<file path="config.mk">
export PLATFORM = sky130hd
export DESIGN_NAME = spi_bitrate_gen
export DESIGN_NICKNAME = d
export VERILOG_FILES = /design/src/rtl/spi_brg_pkg.sv /design/src/rtl/spi_brg_cfg.sv /design/src/rtl/spi_brg_cnt.sv /design/src/rtl/spi_brg_phase.sv /design/src/rtl/spi_bitrate_gen.sv
export SDC_FILE = /design/constraint.sdc
export NUM_CORES = 1
export LEC_CHECK = 0
export CORE_UTILIZATION = 25
export CTS_CLUSTER_DIAMETER = 50
export DETAILED_ROUTE_END_ITERATION = 10
export HOLD_SLACK_MARGIN = 0.05
export SLEW_MARGIN = 40
export SYNTH_ARGS = -nofsm -noshare
export SYNTH_HDL_FRONTEND = slang
export SYNTH_SLANG_ARGS = --single-unit
</file>
<file path="constraint.sdc">
create_clock -name clk_i -period 4.2 [get_ports clk_i]
set_input_delay 1.05 -clock clk_i [delete_from_list [all_inputs] [get_ports clk_i]]
set_output_delay 1.05 -clock clk_i [all_outputs]
set_load 0.03 [all_outputs]
</file>
<file path="src/rtl/spi_brg_pkg.sv">
package spi_brg_pkg;
  localparam int unsigned DIV_W_DEF = 8;
  localparam int unsigned SEL_W_DEF = 2;

  typedef enum logic {
    PH_LEAD  = 1'b0,
    PH_TRAIL = 1'b1
  } half_phase_e;
endpackage

</file>
<file path="src/rtl/spi_brg_cfg.sv">
module spi_brg_cfg #(
  parameter int unsigned DIV_W = 8,
  parameter int unsigned SEL_W = 2,
  localparam int unsigned CNT_W = DIV_W + (1 << SEL_W) - 1
) (
  input  logic             clk_i,
  input  logic             rst_ni,
  input  logic             capture_i,
  input  logic [DIV_W-1:0] div_i,
  input  logic [SEL_W-1:0] sel_i,
  output logic [SEL_W-1:0] sel_q_o,
  output logic [CNT_W-1:0] reload_o
);
  logic [DIV_W-1:0] div_q;
  logic [SEL_W-1:0] sel_q;
  logic [DIV_W-1:0] div_use;
  logic [SEL_W-1:0] sel_use;
  logic [CNT_W:0]   base, scaled;

  always_ff @(posedge clk_i or negedge rst_ni) begin
    if (!rst_ni) begin
      div_q <= '0;
      sel_q <= '0;
    end else if (capture_i) begin
      div_q <= div_i;
      sel_q <= sel_i;
    end
  end

  // on a capture cycle the counter must load the incoming rate
  assign div_use = capture_i ? div_i : div_q;
  assign sel_use = capture_i ? sel_i : sel_q;

  always_comb begin
    base   = (CNT_W+1)'(div_use) + (CNT_W+1)'(1);
    scaled = base << sel_use;
    reload_o = CNT_W'(scaled - (CNT_W+1)'(1));
  end

  assign sel_q_o = sel_q;
endmodule

</file>
<file path="src/rtl/spi_brg_cnt.sv">
module spi_brg_cnt #(
  parameter int unsigned CNT_W = 11
) (
  input  logic             clk_i,
  input  logic             rst_ni,
  input  logic             en_i,
  input  logic             load_i,
  input  logic [CNT_W-1:0] reload_i,
  output logic [CNT_W-1:0] cnt_o,
  output logic             zero_o
);
  logic [CNT_W-1:0] cnt_q;

  always_ff @(posedge clk_i or negedge rst_ni) begin
    if (!rst_ni)                              cnt_q <= '0;
    else if (load_i || !en_i || cnt_q == '0)  cnt_q <= reload_i;
    else                                      cnt_q <= cnt_q - CNT_W'(1);
  end

  assign cnt_o  = cnt_q;
  assign zero_o = (cnt_q == '0);
endmodule

</file>
<file path="src/rtl/spi_brg_phase.sv">
module spi_brg_phase
  import spi_brg_pkg::*;
(
  input  logic        clk_i,
  input  logic        rst_ni,
  input  logic        clear_i,
  input  logic        step_i,
  output half_phase_e phase_o
);
  half_phase_e phase_q;

  always_ff @(posedge clk_i or negedge rst_ni) begin
    if (!rst_ni)      phase_q <= PH_LEAD;
    else if (clear_i) phase_q <= PH_LEAD;
    else if (step_i)  phase_q <= (phase_q == PH_LEAD) ? PH_TRAIL : PH_LEAD;
  end

  assign phase_o = phase_q;
endmodule

</file>
<file path="src/rtl/spi_bitrate_gen.sv">
module spi_bitrate_gen
  import spi_brg_pkg::*;
#(
  parameter int unsigned DIV_W = DIV_W_DEF,
  parameter int unsigned SEL_W = SEL_W_DEF
) (
  input  logic             clk_i,
  input  logic             rst_ni,
  input  logic             en_i,
  input  logic             frame_start_i,
  input  logic [DIV_W-1:0] div_i,
  input  logic [SEL_W-1:0] sel_i,
  output logic             sck_tgl_o,
  output logic             bit_end_o
);
  localparam int unsigned CNT_W = DIV_W + (1 << SEL_W) - 1;

  logic [CNT_W-1:0] reload_w;
  logic [CNT_W-1:0] cnt_q;
  logic [SEL_W-1:0] sel_q;
  logic             cnt_zero;
  logic             tick;
  half_phase_e      phase_q;

  spi_brg_cfg #(.DIV_W(DIV_W), .SEL_W(SEL_W)) u_cfg (
    .clk_i     (clk_i),
    .rst_ni    (rst_ni),
    .capture_i (frame_start_i),
    .div_i     (div_i),
    .sel_i     (sel_i),
    .sel_q_o   (sel_q),
    .reload_o  (reload_w)
  );

  spi_brg_cnt #(.CNT_W(CNT_W)) u_cnt (
    .clk_i    (clk_i),
    .rst_ni   (rst_ni),
    .en_i     (en_i),
    .load_i   (frame_start_i),
    .reload_i (reload_w),
    .cnt_o    (cnt_q),
    .zero_o   (cnt_zero)
  );

  // frame start wins over a due tick
  assign tick = en_i & cnt_zero & ~frame_start_i;

  spi_brg_phase u_phase (
    .clk_i   (clk_i),
    .rst_ni  (rst_ni),
    .clear_i (frame_start_i | ~en_i),
    .step_i  (tick),
    .phase_o (phase_q)
  );

  assign sck_tgl_o = tick;
  assign bit_end_o = tick & (phase_q == PH_TRAIL);
endmodule

</file>
# Word level (Yosys, flattened, before mapping)

Cells that the tools add are included.

Add/subtract/negate cells: 3
Muxes and demuxes: 6
Bitwise gates (word level): 6
Reductions and logical operators: 5
Shifts and indexed selects: 1

Operators with widths:

| cell                                                                  | count |
|---|---|
| 11-bit by 1-bit subtractor with 11-bit output (second input constant) | 2 |
| 12-bit by 2-bit left shift with 11-bit output                         | 1 |
| 11-bit zero test                                                      | 1 |
| 11-bit 2-to-1 mux                                                     | 1 |
| 8-bit by 1-bit adder with 9-bit output (second input constant)        | 1 |
| 8-bit 2-to-1 mux                                                      | 1 |
| 1-bit bitwise AND                                                     | 3 |
| 1-bit 2-to-1 mux                                                      | 3 |
| 1-bit logical OR                                                      | 2 |
| 2-bit 2-to-1 mux                                                      | 1 |
| 1-bit inverter                                                        | 2 |
| 2-bit nonzero test                                                    | 1 |
| 1-bit zero test                                                       | 1 |
| 1-bit OR                                                              | 1 |

Register bits: 22
Word-level logic and storage cells: 25
Output and inout port bits: 2

# Longest topological paths before layout

Depth in word-level cells: 5
Depth in mapped cells: 13

# Cells and area by module

Synthesis repeated with hierarchy kept, for this count alone.

Cells, all modules: 212
Area, all modules: 1,968.1 um^2

By module, submodules not included:

| module          | cells each | area each (um^2) | times used |
|---|---|---|---|
| spi_brg_cfg     | 153        | 1,256.2          | 1 |
| spi_brg_cnt     | 53         | 648.1            | 1 |
| spi_brg_phase   | 3          | 37.5             | 1 |
| spi_bitrate_gen | 3          | 26.3             | 1 |

# Worst setup path after synthesis

No wires, ideal clock.

Path type: input to register
From: in frame_start_i
To: reg u_cnt.cnt_q[10], in the netlist u_cnt.cnt_o[10]
Data arrival time: 3,535 ps
Data required time: 4,071 ps
Path slack: 536 ps
Cell stages on the path: 12
Buffers on the path: 2
Cell sequence: buf_6 -> buf_12 -> o21ai_0 -> ha_1 -> inv_1 -> a211oi_2 -> xnor2_2 -> mux2i_1 -> a221o_1 -> nand3b_4 -> nor4_2 -> xnor2_1

Longest elaborated chain between the ends: 5

Ends and longest elaborated chain:

| element                                       | RTL line              | RTL |
|---|---|---|
| start, declared                               | spi_bitrate_gen.sv:10 | `input logic frame_start_i,` |
| 8-bit 2-to-1 mux                              | --                    |  |
| named net u_cfg.div_use[0]                    | spi_brg_cfg.sv:16     | `logic [DIV_W-1:0] div_use;` |
| 8-bit by 1-bit adder with 9-bit output        | spi_brg_cfg.sv:35     | `base = (CNT_W+1)'(div_use) + (CNT_W+1)'(1);` |
| 12-bit by 2-bit left shift with 11-bit output | spi_brg_cfg.sv:36     | `scaled = base << sel_use;` |
| 11-bit by 1-bit subtractor with 11-bit output | spi_brg_cfg.sv:37     | `reload_o = CNT_W'(scaled - (CNT_W+1)'(1));` |
| 11-bit 2-to-1 mux                             | spi_brg_cnt.sv:16     | `else if (load_i \|\| !en_i \|\| cnt_q == '0) cnt_q <= reload_i;` |
| end signal, assigned                          | spi_brg_cnt.sv:16     |  |
| end signal, assigned                          | spi_brg_cnt.sv:17     | `else cnt_q <= cnt_q - CNT_W'(1);` |
| end, declared                                 | spi_brg_cnt.sv:12     | `logic [CNT_W-1:0] cnt_q;` |

The timed path passes the listed nets, and every way through them passes these cells.
A chain may end at the register's enable or synchronous reset.

# Worst setup path in the final report

From: in frame_start_i
To: reg u_cnt.cnt_q[7], in the netlist u_cnt.cnt_o[7]

The elaborated chain is that of the path after synthesis.

==> out/metrics.yaml <==
timing.clock.skew_ns: 0.00258
tritoncts: "done"
post_synth_main_area_contributors: "sky130_fd_sc_hd__dfrtp_1 33%, sky130_fd_sc_hd__mux2i_1 7.1%, sky130_fd_sc_hd__xnor2_1 4.7%, sky130_fd_sc_hd__mux2i_4 4.0%, sky130_fd_sc_hd__nor2_1 3.1%"
synth_edf_count: 0
place_hpwl_um: 2910
finish.net_count: 213
cts_hold_buffers: 0
powerDensity_nw_per_um2: 344
antenna_found_initial: 0
cp_data_required_time_ns: 4.39
cts_root_buf: "sky130_fd_sc_hd__clkbuf_8"
cts_htree_levels: 1
wire_length_per_cell_um: 13.6
synth_sequential_area_ratio: 0.326
asyncSetResetFlopFracSynth: 1.00
die_area_um2: 7090
timing.critical_path.cells: "clkdlybuf4s50_1 -> mux2_2 -> ha_1 -> buf_4 -> mux2i_1 -> mux2i_1 -> a22oi_1 -> o311ai_0 -> o21a_1 -> nand4b_1 -> nor3b_1 -> xnor2_1"
grt_overflow_total: 0
synthAdderAreaFrac: 0.0148
synth_top_family_by_area: "simple AND/OR/NAND/NOR gates"
timing.setup.critical_path_class: "input pin to register"
clockPowerShare: 0.224
synth.ff_latch_count: 22
core_region_area_um2: 6420
fillCellCount: 654
drv.max_cap_violation_count: 0
critical_path.n_buffers_inverters: 2
numPortBuffers: 15
initial_core_util: 0.263
timing.critical_path.max_delay_family: "buffers and inverters"
worst_hold_path_type: "register to register"
multi_input_comb_area_um2: 1030
io_pins: 16
proportion_of_synthesized_area_in_mux_cells: 0.143
postSynth.topFlopCell: "sky130_fd_sc_hd__dfrtp_1"
cp-end-kind: "register"
power_frac_comb: 0.359
post_cts_resize_count: 0
p_switching_w: 0.000231
cts_sinks: 22
power_switching_share: 0.336
synth_compound_area_frac: 0.172
place_congestion: 0.859
vias_per_cell: 5.00
cellInternalPower_w: 0.000456
failing_checks: "DRC"
power.leakage_nw: 0.781
finalSetupViolCount: 0
fin_setup_tns_ns: 0
unrepaired_setup_endpoints_after_global_routing: "false"
clkTransAtPathRegs_ns: 0.08
critical_path_arrival_ns: 3.99
timing.max_slew.rel_slack: 0.675
synth_largest_area_cell: "sky130_fd_sc_hd__dfrtp_1"
pin_count_of_the_biggest_net_entering_global_routing: 23
cpMaxStageDelayCell: "sky130_fd_sc_hd__clkdlybuf4s50_1"
n_antenna_cell: 0
final-seq-area_um2: 551
yosys.area_share.simple: 0.204
outcome: "complete, but fails checks"
synth_xor_area_frac: 0.0770
post_syn_nets: 189
first_global_vias: 1397
worst_margin_pin_slew_ns: 0.487
cts_setup_buffers: 0
floorplan.rows: 29
seq_power_share: 0.416
post-layout-total-power_w: 0.000686
finalCritPeriodShare: 0.905
drt.antenna.violating_nets: 0
fmax_mhz: 263
area_delta_synth_final_pct: 18.0
synthesis.area_um2: 1690
worst_skew_pair.late_latency_ns: 0.26
drc_errors: 2
vias: 1366
critical_path.max_fanout: 8
slew_viol_final: 0
drt_iter0_markers: 62
ctsLongestPathBuffers: 2
synthDominantCellAreaShare: 0.326
slowest_delay_ns: 0.65
min_period_ns: 3.80
hold_viol_final: 0
drtPass1Iterations: 7
ir_worst_vdd_v: 0.0000863
postRouteWirelength_um: 3710
critical_path.startpoint_type: "input pin"
ys.warnings.count: 0
globalRouteTotalUtil: 0.114
layout_cell_share_with_drive_strength_beyond_1: 0.168
die_h_um: 84.2
die_w_um: 84.2
post_synth.cell_area_avg_um2: 9.77
critPathMostFrequentCell: "sky130_fd_sc_hd__mux2i_1"
cts_buffers: 3
ys_types: 52
grt_pass1_wl_um: 6600
syn-instance-count: 173
==> cells in the mapped netlist (2+ instances only) <==
| cell type | instances |
|---|---|
| sky130_fd_sc_hd__inv_1 | 8 |
| sky130_fd_sc_hd__xor2_1 | 4 |
| sky130_fd_sc_hd__a22oi_1 | 4 |
| sky130_fd_sc_hd__ha_1 | 2 |
| sky130_fd_sc_hd__mux2i_4 | 3 |
| sky130_fd_sc_hd__nand3_1 | 5 |
| sky130_fd_sc_hd__nand2b_1 | 2 |
| sky130_fd_sc_hd__xnor2_1 | 9 |
| sky130_fd_sc_hd__a211oi_1 | 2 |
| sky130_fd_sc_hd__nor2_1 | 14 |
| sky130_fd_sc_hd__mux2i_2 | 2 |
| sky130_fd_sc_hd__dfrtp_1 | 22 |
| sky130_fd_sc_hd__nor3_1 | 2 |
| sky130_fd_sc_hd__o31ai_1 | 2 |
| sky130_fd_sc_hd__o211ai_1 | 2 |
| sky130_fd_sc_hd__nand2_1 | 7 |
| sky130_fd_sc_hd__inv_2 | 2 |
| sky130_fd_sc_hd__nand4b_1 | 4 |
| sky130_fd_sc_hd__nand4_1 | 3 |
| sky130_fd_sc_hd__a211o_1 | 2 |
| sky130_fd_sc_hd__and2_1 | 6 |
| sky130_fd_sc_hd__o21ai_0 | 7 |
| sky130_fd_sc_hd__mux2i_1 | 12 |
| sky130_fd_sc_hd__nor2b_1 | 2 |
| sky130_fd_sc_hd__a31oi_1 | 3 |
| sky130_fd_sc_hd__buf_4 | 2 |
| sky130_fd_sc_hd__buf_2 | 2 |
| sky130_fd_sc_hd__nor4_1 | 6 |
| sky130_fd_sc_hd__a21oi_1 | 8 |
| sky130_fd_sc_hd__nand3b_1 | 2 |
==> worst register-to-register path: cells and delay by family (launching register included) <==
| kind | cells | cell delay [ns] |
|---|---|---|
| xor gates and xnor gates | 1 | 0.14 |
| DFF | 1 | 0.42 |
| adders and majority gates | 1 | 0.22 |
| AOI/OAI and AO/OA | 5 | 1.18 |
| buffers and inverters | 3 | 0.34 |
| and+or+nand+nor | 2 | 0.45 |
==> metal layers <==
layer	global-route usage	vias to the layer above	wire length, um
li1	-	685	-
met1	0.144	650	1700
met2	0.194	26	1850
met3	0.0197	5	116
met4	0.0455	0	38
met5	0	-	0
==> metrics by stage <==
| stage | cell area (um^2) | setup WS (ns) | util | hold slack (ns) | std cells |
|---|---|---|---|---|---|
| after floorplan | 1690 | 0.536 | - | 0.456 | 173 |
| after global placement | 1940 | 0.151 | 0.303 | 0.493 | 269 |
| after detailed placement | 1940 | 0.156 | 0.302 | 0.496 | 269 |
| after CTS | 1990 | 0.403 | 0.311 | 0.508 | 273 |
| after global routing | 1990 | 0.154 | 0.311 | 0.553 | 273 |
| final | 1990 | 0.399 | 0.311 | 0.506 | 273 |
==> flip-flops by register name, summed over array words and instances, names as in the netlist <==
register,cells
u_cfg.div_q,8
u_cfg.sel_q_o,2
u_cnt.cnt_o,11
u_phase.phase_o,1
==> final timing paths <==
check	cells past startpoint	to	slack (ns)	startpoint
worst max-delay path	12	u_cnt.cnt_o[7]	0.40	frame_start_i
worst min-delay path	1	u_cnt.cnt_o[0]	0.51	u_cnt.cnt_o[0]
min in group asynchronous	1	u_cfg.div_q[2]	0.73	rst_ni
max in group asynchronous	1	u_cfg.sel_q_o[1]	3.13	rst_ni
worst max register to register	12	u_cnt.cnt_o[7]	1.38	u_cfg.div_q[0]
worst min register to register	1	u_cnt.cnt_o[0]	0.51	u_cnt.cnt_o[0]
==> cell families after synthesis <==
family | count (synthesis)
AO/OA/AOI/OAI | 40
XOR/XNOR | 14
adder cells (fa/ha/maj) | 2
buffers and inverters | 17
flip-flops | 22
multiplexers | 19
AND/OR/NAND/NOR | 59
==> cell type report <==
| cell class | count | area share |
|---|---|---|
| well taps | 77 | 0.0483 |
| flip-flops and latches | 22 | 0.276 |
| clock buffers | 4 | 0.0276 |
| repair buffers | 26 | 0.112 |
| inverters | 10 | 0.0188 |
| multi-input cells | 134 | 0.518 |
==> power by group through the flow <==
stage          sequential, W  clock (W)  combinational, W
2_1_floorplan       0.000280          0          0.000186
3_3_place_gp        0.000290          0          0.000247
3_5_place_dp        0.000290          0          0.000248
4_1_cts             0.000286   0.000161          0.000250
5_1_grt             0.000292   0.000171          0.000278
6_report            0.000286   0.000154          0.000247
==> cells in the final DEF (no fill, tap or decap), types with 3 or more instances in the layout <==
cell,Yosys,routed
sky130_fd_sc_hd__clkdlybuf4s50_1,0,12
sky130_fd_sc_hd__mux2i_1,12,12
sky130_fd_sc_hd__a21oi_1,8,8
sky130_fd_sc_hd__xnor2_1,9,9
sky130_fd_sc_hd__nand4_1,3,3
sky130_fd_sc_hd__dfrtp_1,22,22
sky130_fd_sc_hd__clkbuf_8,1,4
sky130_fd_sc_hd__nor4_1,6,6
sky130_fd_sc_hd__nand2_1,7,7
sky130_fd_sc_hd__and2_1,6,6
sky130_fd_sc_hd__nor2_1,14,14
sky130_fd_sc_hd__xor2_1,4,4
sky130_fd_sc_hd__nand3_1,5,5
sky130_fd_sc_hd__inv_1,8,8
sky130_fd_sc_hd__a31oi_1,3,3
sky130_fd_sc_hd__a22oi_1,4,4
sky130_fd_sc_hd__buf_4,2,13
sky130_fd_sc_hd__o21ai_0,7,7
sky130_fd_sc_hd__nand4b_1,4,4
sky130_fd_sc_hd__mux2i_4,3,3
Note: power is estimated with default switching activity, not from simulation.
